[src/rtl/efm_pkg.sv]
package efm_pkg;

  typedef struct packed {
    logic above;
    logic below;
  } rate_cmp_t;

  typedef enum logic [0:0] {
    DV_IDLE = 1'b0,
    DV_RUN  = 1'b1
  } div_state_e;

  // Direct comparison of two captured counts (zero-extended by caller).
  function automatic rate_cmp_t rate_cmp(input logic [63:0] act,
                                         input logic [63:0] refc);
    rate_cmp_t r;
    r.above = (act > refc);
    r.below = (act < refc);
    return r;
  endfunction

endpackage

[src/rtl/efm_window_timer.sv]
module efm_window_timer #(
  parameter int WIN_W = 24
) (
  input  logic             clk,
  input  logic             rst_n,
  input  logic [WIN_W-1:0] win_len,
  output logic             win_end
);

  logic [WIN_W-1:0] cnt;
  logic [WIN_W-1:0] last_idx;

  assign last_idx = (win_len == '0) ? '0 : win_len - 1'b1;
  assign win_end  = (cnt >= last_idx);

  always_ff @(posedge clk) begin
    if (!rst_n)       cnt <= '0;
    else if (win_end) cnt <= '0;
    else              cnt <= cnt + 1'b1;
  end

  // the window index restarts after each window end
  p_wrap_r2: assert property (@(posedge clk) disable iff (!rst_n)
    win_end |=> (cnt == '0));

endmodule

[src/rtl/efm_tick_counter.sv]
module efm_tick_counter #(
  parameter int CNT_W = 32
) (
  input  logic             clk,
  input  logic             rst_n,
  input  logic             tick,
  input  logic             close_win,
  output logic [CNT_W-1:0] captured
);

  localparam logic [CNT_W-1:0] CNT_MAX = '1;

  logic [CNT_W-1:0] run;
  logic [CNT_W-1:0] run_next;

  function automatic logic [CNT_W-1:0] sat_inc(input logic [CNT_W-1:0] v,
                                               input logic inc);
    return (v == CNT_MAX) ? v : v + CNT_W'(inc);
  endfunction

  assign run_next = sat_inc(run, tick);

  always_ff @(posedge clk) begin
    if (!rst_n) begin
      run      <= '0;
      captured <= '0;
    end else if (close_win) begin
      captured <= run_next;
      run      <= '0;
    end else begin
      run <= run_next;
    end
  end

  // running count restarts from zero after a window closes
  p_clear_r3: assert property (@(posedge clk) disable iff (!rst_n)
    close_win |=> (run == '0));

  // a full counter stays full inside a window
  p_sat_hold_r4: assert property (@(posedge clk) disable iff (!rst_n)
    (run == CNT_MAX && !close_win) |=> (run == CNT_MAX));

  // captured value only moves at a window close
  p_cap_stable_r3: assert property (@(posedge clk) disable iff (!rst_n)
    !close_win |=> $stable(captured));

endmodule

[src/rtl/efm_ratio_div.sv]
module efm_ratio_div #(
  parameter int NUM_W = 48,
  parameter int DEN_W = 32
) (
  input  logic             clk,
  input  logic             rst_n,
  input  logic             start,
  input  logic [NUM_W-1:0] num,
  input  logic [DEN_W-1:0] den,
  output logic [NUM_W-1:0] quot,
  output logic             done,
  output logic             err
);

  import efm_pkg::*;

  localparam int STEP_W = $clog2(NUM_W + 1);
  localparam int CHK_W  = NUM_W + DEN_W;

  div_state_e        state;
  logic [STEP_W-1:0] steps_left;
  logic [DEN_W-1:0]  rem;
  logic [NUM_W-1:0]  q;
  logic [DEN_W-1:0]  den_q;
  logic [NUM_W-1:0]  num_q;
  logic [DEN_W-1:0]  rem_n;
  logic [NUM_W-1:0]  q_n;
  logic              last_step;

  // One restoring step: shift in the next dividend bit, subtract if it fits.
  function automatic logic [DEN_W+NUM_W-1:0] div_step(
      input logic [DEN_W-1:0] r, input logic [NUM_W-1:0] qq,
      input logic [DEN_W-1:0] d);
    logic [DEN_W:0] t;
    logic           bit_in;
    t      = {r, qq[NUM_W-1]};
    bit_in = (t >= {1'b0, d});
    if (bit_in) t = t - {1'b0, d};
    return {t[DEN_W-1:0], qq[NUM_W-2:0], bit_in};
  endfunction

  assign {rem_n, q_n} = div_step(rem, q, den_q);
  assign last_step    = (state == DV_RUN) && (steps_left == STEP_W'(1));

  always_ff @(posedge clk) begin
    if (!rst_n) begin
      state      <= DV_IDLE;
      steps_left <= '0;
      rem        <= '0;
      q          <= '0;
      den_q      <= '0;
      num_q      <= '0;
      quot       <= '0;
      done       <= 1'b0;
      err        <= 1'b0;
    end else begin
      done <= 1'b0;
      if (start) begin
        den_q <= den;
        num_q <= num;
        rem   <= '0;
        q     <= num;
        if (den == '0) begin
          state <= DV_IDLE;
          quot  <= '0;
          err   <= 1'b1;
          done  <= 1'b1;
        end else begin
          state      <= DV_RUN;
          steps_left <= STEP_W'(NUM_W);
        end
      end else if (state == DV_RUN) begin
        rem        <= rem_n;
        q          <= q_n;
        steps_left <= steps_left - 1'b1;
        if (last_step) begin
          state <= DV_IDLE;
          quot  <= q_n;
          err   <= 1'b0;
          done  <= 1'b1;
        end
      end
    end
  end

  // Bounds of a truncated quotient, brought out for the checks below.
  logic [CHK_W-1:0] chk_lo;
  logic [CHK_W-1:0] chk_hi;
  assign chk_lo = CHK_W'(quot) * CHK_W'(den_q);
  assign chk_hi = chk_lo + CHK_W'(den_q);

  // result is the floor of num/den
  p_quot_floor_r5: assert property (@(posedge clk) disable iff (!rst_n)
    (done && !err) |-> (chk_lo <= CHK_W'(num_q) && CHK_W'(num_q) < chk_hi));

  // zero divisor gives a zero result
  p_zero_div_r8: assert property (@(posedge clk) disable iff (!rst_n)
    (done && err) |-> (quot == '0 && den_q == '0));

  // result holds between completions
  p_hold_r9: assert property (@(posedge clk) disable iff (!rst_n)
    !done |-> ($stable(quot) && $stable(err)));

endmodule

[src/rtl/eff_clk_monitor.sv]
module eff_clk_monitor #(
  parameter int CNT_W = 32,
  parameter int NOM_W = 16,
  parameter int WIN_W = 24,
  localparam int PROD_W = CNT_W + NOM_W
) (
  input  logic              clk,
  input  logic              rst_n,
  input  logic              core_tick,
  input  logic              ref_tick,
  input  logic [WIN_W-1:0]  win_len,
  input  logic [NOM_W-1:0]  nom_mhz,
  output logic [CNT_W-1:0]  act_count,
  output logic [CNT_W-1:0]  ref_count,
  output logic              sample_valid,
  output logic              above_nom,
  output logic              below_nom,
  output logic [PROD_W-1:0] freq_mhz,
  output logic              freq_done,
  output logic              freq_err
);

  import efm_pkg::*;

  logic             win_end;
  logic [PROD_W-1:0] scaled_num;
  rate_cmp_t        cmp;

  efm_window_timer #(.WIN_W(WIN_W)) u_timer (
    .clk     (clk),
    .rst_n   (rst_n),
    .win_len (win_len),
    .win_end (win_end)
  );

  // One counter per stream; index 0 counts core cycles, 1 reference ticks.
  logic [1:0]            tick_in;
  logic [1:0][CNT_W-1:0] cap;
  assign tick_in = {ref_tick, core_tick};

  for (genvar i = 0; i < 2; i++) begin : g_cnt
    efm_tick_counter #(.CNT_W(CNT_W)) u_cnt (
      .clk       (clk),
      .rst_n     (rst_n),
      .tick      (tick_in[i]),
      .close_win (win_end),
      .captured  (cap[i])
    );
  end

  assign act_count = cap[0];
  assign ref_count = cap[1];

  always_ff @(posedge clk) begin
    if (!rst_n) sample_valid <= 1'b0;
    else        sample_valid <= win_end;
  end

  assign cmp       = rate_cmp(64'(act_count), 64'(ref_count));
  assign above_nom = cmp.above;
  assign below_nom = cmp.below;

  assign scaled_num = PROD_W'(act_count) * PROD_W'(nom_mhz);

  efm_ratio_div #(.NUM_W(PROD_W), .DEN_W(CNT_W)) u_div (
    .clk   (clk),
    .rst_n (rst_n),
    .start (sample_valid),
    .num   (scaled_num),
    .den   (ref_count),
    .quot  (freq_mhz),
    .done  (freq_done),
    .err   (freq_err)
  );

  // the two flags are never high together
  p_flags_excl_r6: assert property (@(posedge clk) disable iff (!rst_n)
    $onehot0({above_nom, below_nom}));

  // flags only move with a new sample
  p_flags_move_r6: assert property (@(posedge clk) disable iff (!rst_n)
    !sample_valid |-> ($stable(above_nom) && $stable(below_nom)));

  // a capture pulse lasts only one cycle unless the window is one cycle
  p_pulse_r2: assert property (@(posedge clk) disable iff (!rst_n)
    (sample_valid && win_len > WIN_W'(1)) |=> !sample_valid);

endmodule

[config.mk]
export PLATFORM = sky130hd
export DESIGN_NAME = eff_clk_monitor
export DESIGN_NICKNAME = d
export VERILOG_FILES = /design/src/rtl/efm_pkg.sv /design/src/rtl/efm_window_timer.sv /design/src/rtl/efm_tick_counter.sv /design/src/rtl/efm_ratio_div.sv /design/src/rtl/eff_clk_monitor.sv
export SDC_FILE = /design/constraint.sdc
export NUM_CORES = 2
export LEC_CHECK = 0
export BUFFER_PORTS_ARGS = -buffer_cell sky130_fd_sc_hd__buf_4
export CAP_MARGIN = 20
export CORE_ASPECT_RATIO = 0.75
export CORE_MARGIN = 2
export CORE_UTILIZATION = 35
export CTS_CLUSTER_SIZE = 16
export DETAILED_ROUTE_END_ITERATION = 6
export PLACE_DENSITY_LB_ADDON = 0.05
export SETUP_SLACK_MARGIN = 0.2
export SYNTH_ARGS = -nofsm -noshare
export SYNTH_HDL_FRONTEND = slang
export SYNTH_SLANG_ARGS = --single-unit
[constraint.sdc]
create_clock -name clk -period 21.8 [get_ports clk]
set_clock_uncertainty 0.1 [all_clocks]
set_input_delay 4.36 -clock clk [delete_from_list [all_inputs] [get_ports clk]]
set_output_delay 4.36 -clock clk [all_outputs]
set_load 0.02 [all_outputs]
==> summary.txt <==
Global routing
  – Vias in the first global route: 26535
  – Total Routing Usage GR: 21.4%
  – Initial antenna violation count: 4
  – Total grt overflow: 0
  – Largest net degree at the start of global routing: 103
  – First-pass GRT wire length: 159000 µm

Floorplan
  – Die area: about 0.096 mm²
  – Ports: 161
  – Initial Util: between 30% and 40%
  – Core area: 0.0919 mm²
  – Die Ht: 268 µm
  – Row count: 96
  – Die W: around 360 µm

Timing
  – RSZ-0062 raised after global routing: no
  – Fmax: around 0.094 GHz
  – Setup TNS: 0 ns
  – Fin. max-slew vios: 0
  – Period utilization: between 40% and 50%
  – Slew headroom: a little under a third
  – Final worst setup slack: about 11 ns
  – Hold Vio Cnt, Final: 0
  – Fin crit period: roughly 11 ns
  – Worst Tran Pin Value: just over 1 ns
  – Final setup vio count: 0

Logic synthesis
  – Main flop type after synthesis: dfxtp_1
  – Syn Std Cell Area: 0.0326 mm²
  – Yosys reg bits: 322
  – Gate Count Post-Synth: 3855
  – Unique masters post-synth: 74
  – Ys async rst share: 0%
  – Syn Area/Cell: roughly 8.5 µm²
  – Post-synthesis sequential area ratio: just under 20%
  – Synth Net Count: between 4000 and 5000
  – Synth warn: 0
  – Post-synth EDFFs: 0

Worst hold path
  – Worst Hold End: u_div.rem[23]
  – Worst hold-check path type: reg2reg
  – Hold_sp: u_div.rem[22]
  – Hold Crit Depth: 2

Job
  – Total of max-cap violations: 0

Finish
  – Final Non-Filler Cells: between 5000 and 6000
  – Synth-to-Final Area Change: 10.7%
  – Layout net count: about 4600
  – Layout cells sized above 1: 7.62%

Routing
  – Antenna viol nets, final: 0
  – Wirelength per Cell: 19.5 µm
  – Drt total wl: between 100000 and 150000 µm
  – Starting DRT DRC Count: 1398
  – DRT Pass-1 Iters: 6
  – Residual DRC: 0
  – Vias/cell: between 4 and 5
  – Via count: 25577

Clock network
  – Clock transition at the registers of the reported paths: roughly 0.070 ns
  – H-tree depth: 2
  – Clock Tree Root: clkbuf_16
  – CTS max path bufs: 3
  – Clk_lat worst skew: approximately 0.57 ns
  – Hold_buf cts: 0
  – CTS tree: yes
  – Clock sink count: 322
  – Post-CTS setup buffers: 0
  – CTS buffer count: 38
  – CTS resizes: 0

Critical path
  – Crit path max fanout: 32
  – Setup Crit Path Kind: in2reg
  – CP endpoint kind: register
  – Reg-to-Reg End: u_div.q[42]
  – FF-to-FF setup slack: approximately 14 ns
  – Reg2Reg Depth: 21
  – Critical path required time: 22.12 ns
  – Arrival time at the worst endpoint: approximately 11 ns
  – Critical Path Start Type: primary input
  – Reg2Reg Launch Point: g_cnt[0].u_cnt.captured[8]

Placed design
  – IO Port Bufs: 160
  – Pre-CTS worst setup slack: 10.61 ns
  – Hpwl dp: around 72000 µm
  – Placed Cells: between 5000 and 6000
  – Gpl congestion: a little over 0.8

Power
  – Pwr per Cell Area: ~36 mW/mm²
  – Peak VDD IR: 53.7 µV
  – P_leak: around 16 nW

Run status
  – Status: finished, final reports clean
cell type report:
class                      count  area (µm²)
sequential                   322        6460
antenna                        2        5.00
multi-input combinational   2768       23300
inverter                     558        2100
timing repair buffer         197        1480
fill                        9601       55800
tap                         1225        1530
clock buffer                  59        1120
clock inverter                 9         128
per-stage QoR:
step	hold WS, ns	total power, mW	utilization, %	area, µm²
after floorplan	0.337	0.631	-	32600
after global placement	0.375	0.656	37.9	34900
after detailed placement	0.379	0.657	37.9	34900
after CTS	0.391	1.32	39.3	36100
after global routing	0.415	1.34	39.3	36100
final	0.389	1.29	39.3	36100
per-layer routing:
layer / part of all wire (%) / routed length, µm / track usage (%) / vias up
li1: - / - / - / 12437
met1: 50 / 50200 / 31.0 / 12670
met2: 45 / 44900 / 34.9 / 386
met3: 3.4 / 3390 / 2.24 / 84
met4: 1.5 / 1470 / 3.63 / 0
met5: 0 / 0 / 0 / -
cell usage in the layout, fill, tap and decap left out, drive strengths merged, types with 67 or more instances in the layout:
cell type  count
nor2         352
buf          197
dfxtp        322
inv          559
nand2        476
a21o          77
xnor2         89
xor2          76
a21oi        156
a211oi       117
fa           419
and2         220
o21ai         67
ha           216
cell usage after synthesis (12+ instances only):
library cell    n  area share, %
nor2_1        352            4.0
a211oi_1      116            2.7
mux2i_1        51            1.6
and2_1        220            4.2
nor4_1         17           0.33
ha_1          216            8.3
a21o_1         77            1.8
o21ai_0        64           0.98
xnor2_1        89            2.4
inv_1         557            6.4
a31oi_1        13           0.25
nand4_1        41           0.79
nand2b_1       22           0.42
a21oi_1       156            2.4
nor3_1         31           0.48
nor2b_1        35           0.67
fa_1          419             26
nand3_1        53           0.81
and3_1         24           0.46
xor2_1         76            2.0
a311oi_1       23           0.62
clkbuf_1      189            2.2
dfxtp_1       322             20
and4_1         12           0.32
nand2_1       476            5.5
nor3b_1        50            1.2
worst max path at each step:
stage / start / end / slack (ns) / depth (start not counted)
floorplan: nom_mhz[9] / u_div.q[47] / 11.38 / 25
global placement: nom_mhz[12] / u_div.q[47] / 10.63 / 22
detailed placement: nom_mhz[12] / u_div.q[47] / 10.61 / 22
CTS: nom_mhz[12] / u_div.q[47] / 11.20 / 22
global route: nom_mhz[11] / u_div.q[42] / 10.75 / 22
finish: nom_mhz[12] / u_div.q[47] / 11.13 / 22
critical path, stage by stage:
cell and delay (ns):
buf_4 0.42, nand2_1 0.16, fa_1 0.55, inv_1 0.04, fa_1 0.46, fa_1 0.59, fa_1 0.55, fa_1 0.56
inv_1 0.06, fa_1 0.53, inv_1 0.05, ha_1 0.37, a21o_1 0.18, a21o_1 0.17, a21oi_1 0.19, o311ai_0 0.19
o21ai_1 0.27, a21o_1 0.18, a41oi_1 0.20, a221o_1 0.42, a2111oi_0 0.38, a311oi_1 0.08
flip-flops by register name, summed over array words and instances (netlist names):
signal and flops:
g_cnt.u_cnt.captured 64, g_cnt.u_cnt.run 64, sample_valid 1, u_div.den_q 32
u_div.done 1, u_div.err 1, u_div.q 48, u_div.quot 48
u_div.rem 32, u_div.state 1, u_div.steps_left 6, u_timer.cnt 24
kinds of logic after synthesis:
logic type / after synthesis / synth area share, %
and+or+nand+nor: 1370 / 20.1
buffers and inverters: 765 / 8.94
adders and majority gates: 635 / 34.0
AOI/OAI and AO/OA: 537 / 10.9
DFF: 322 / 19.8
xor gates and xnor gates: 165 / 4.43
muxes: 61 / 1.91
report_power, final:
part	switching, mW	internal, mW
Sequential	0.00128	0.589
Clock	0.271	0.379
Combinational	0.0409	0.0118
Total	0.313	0.981
Power figures use the tool's default switching activity.
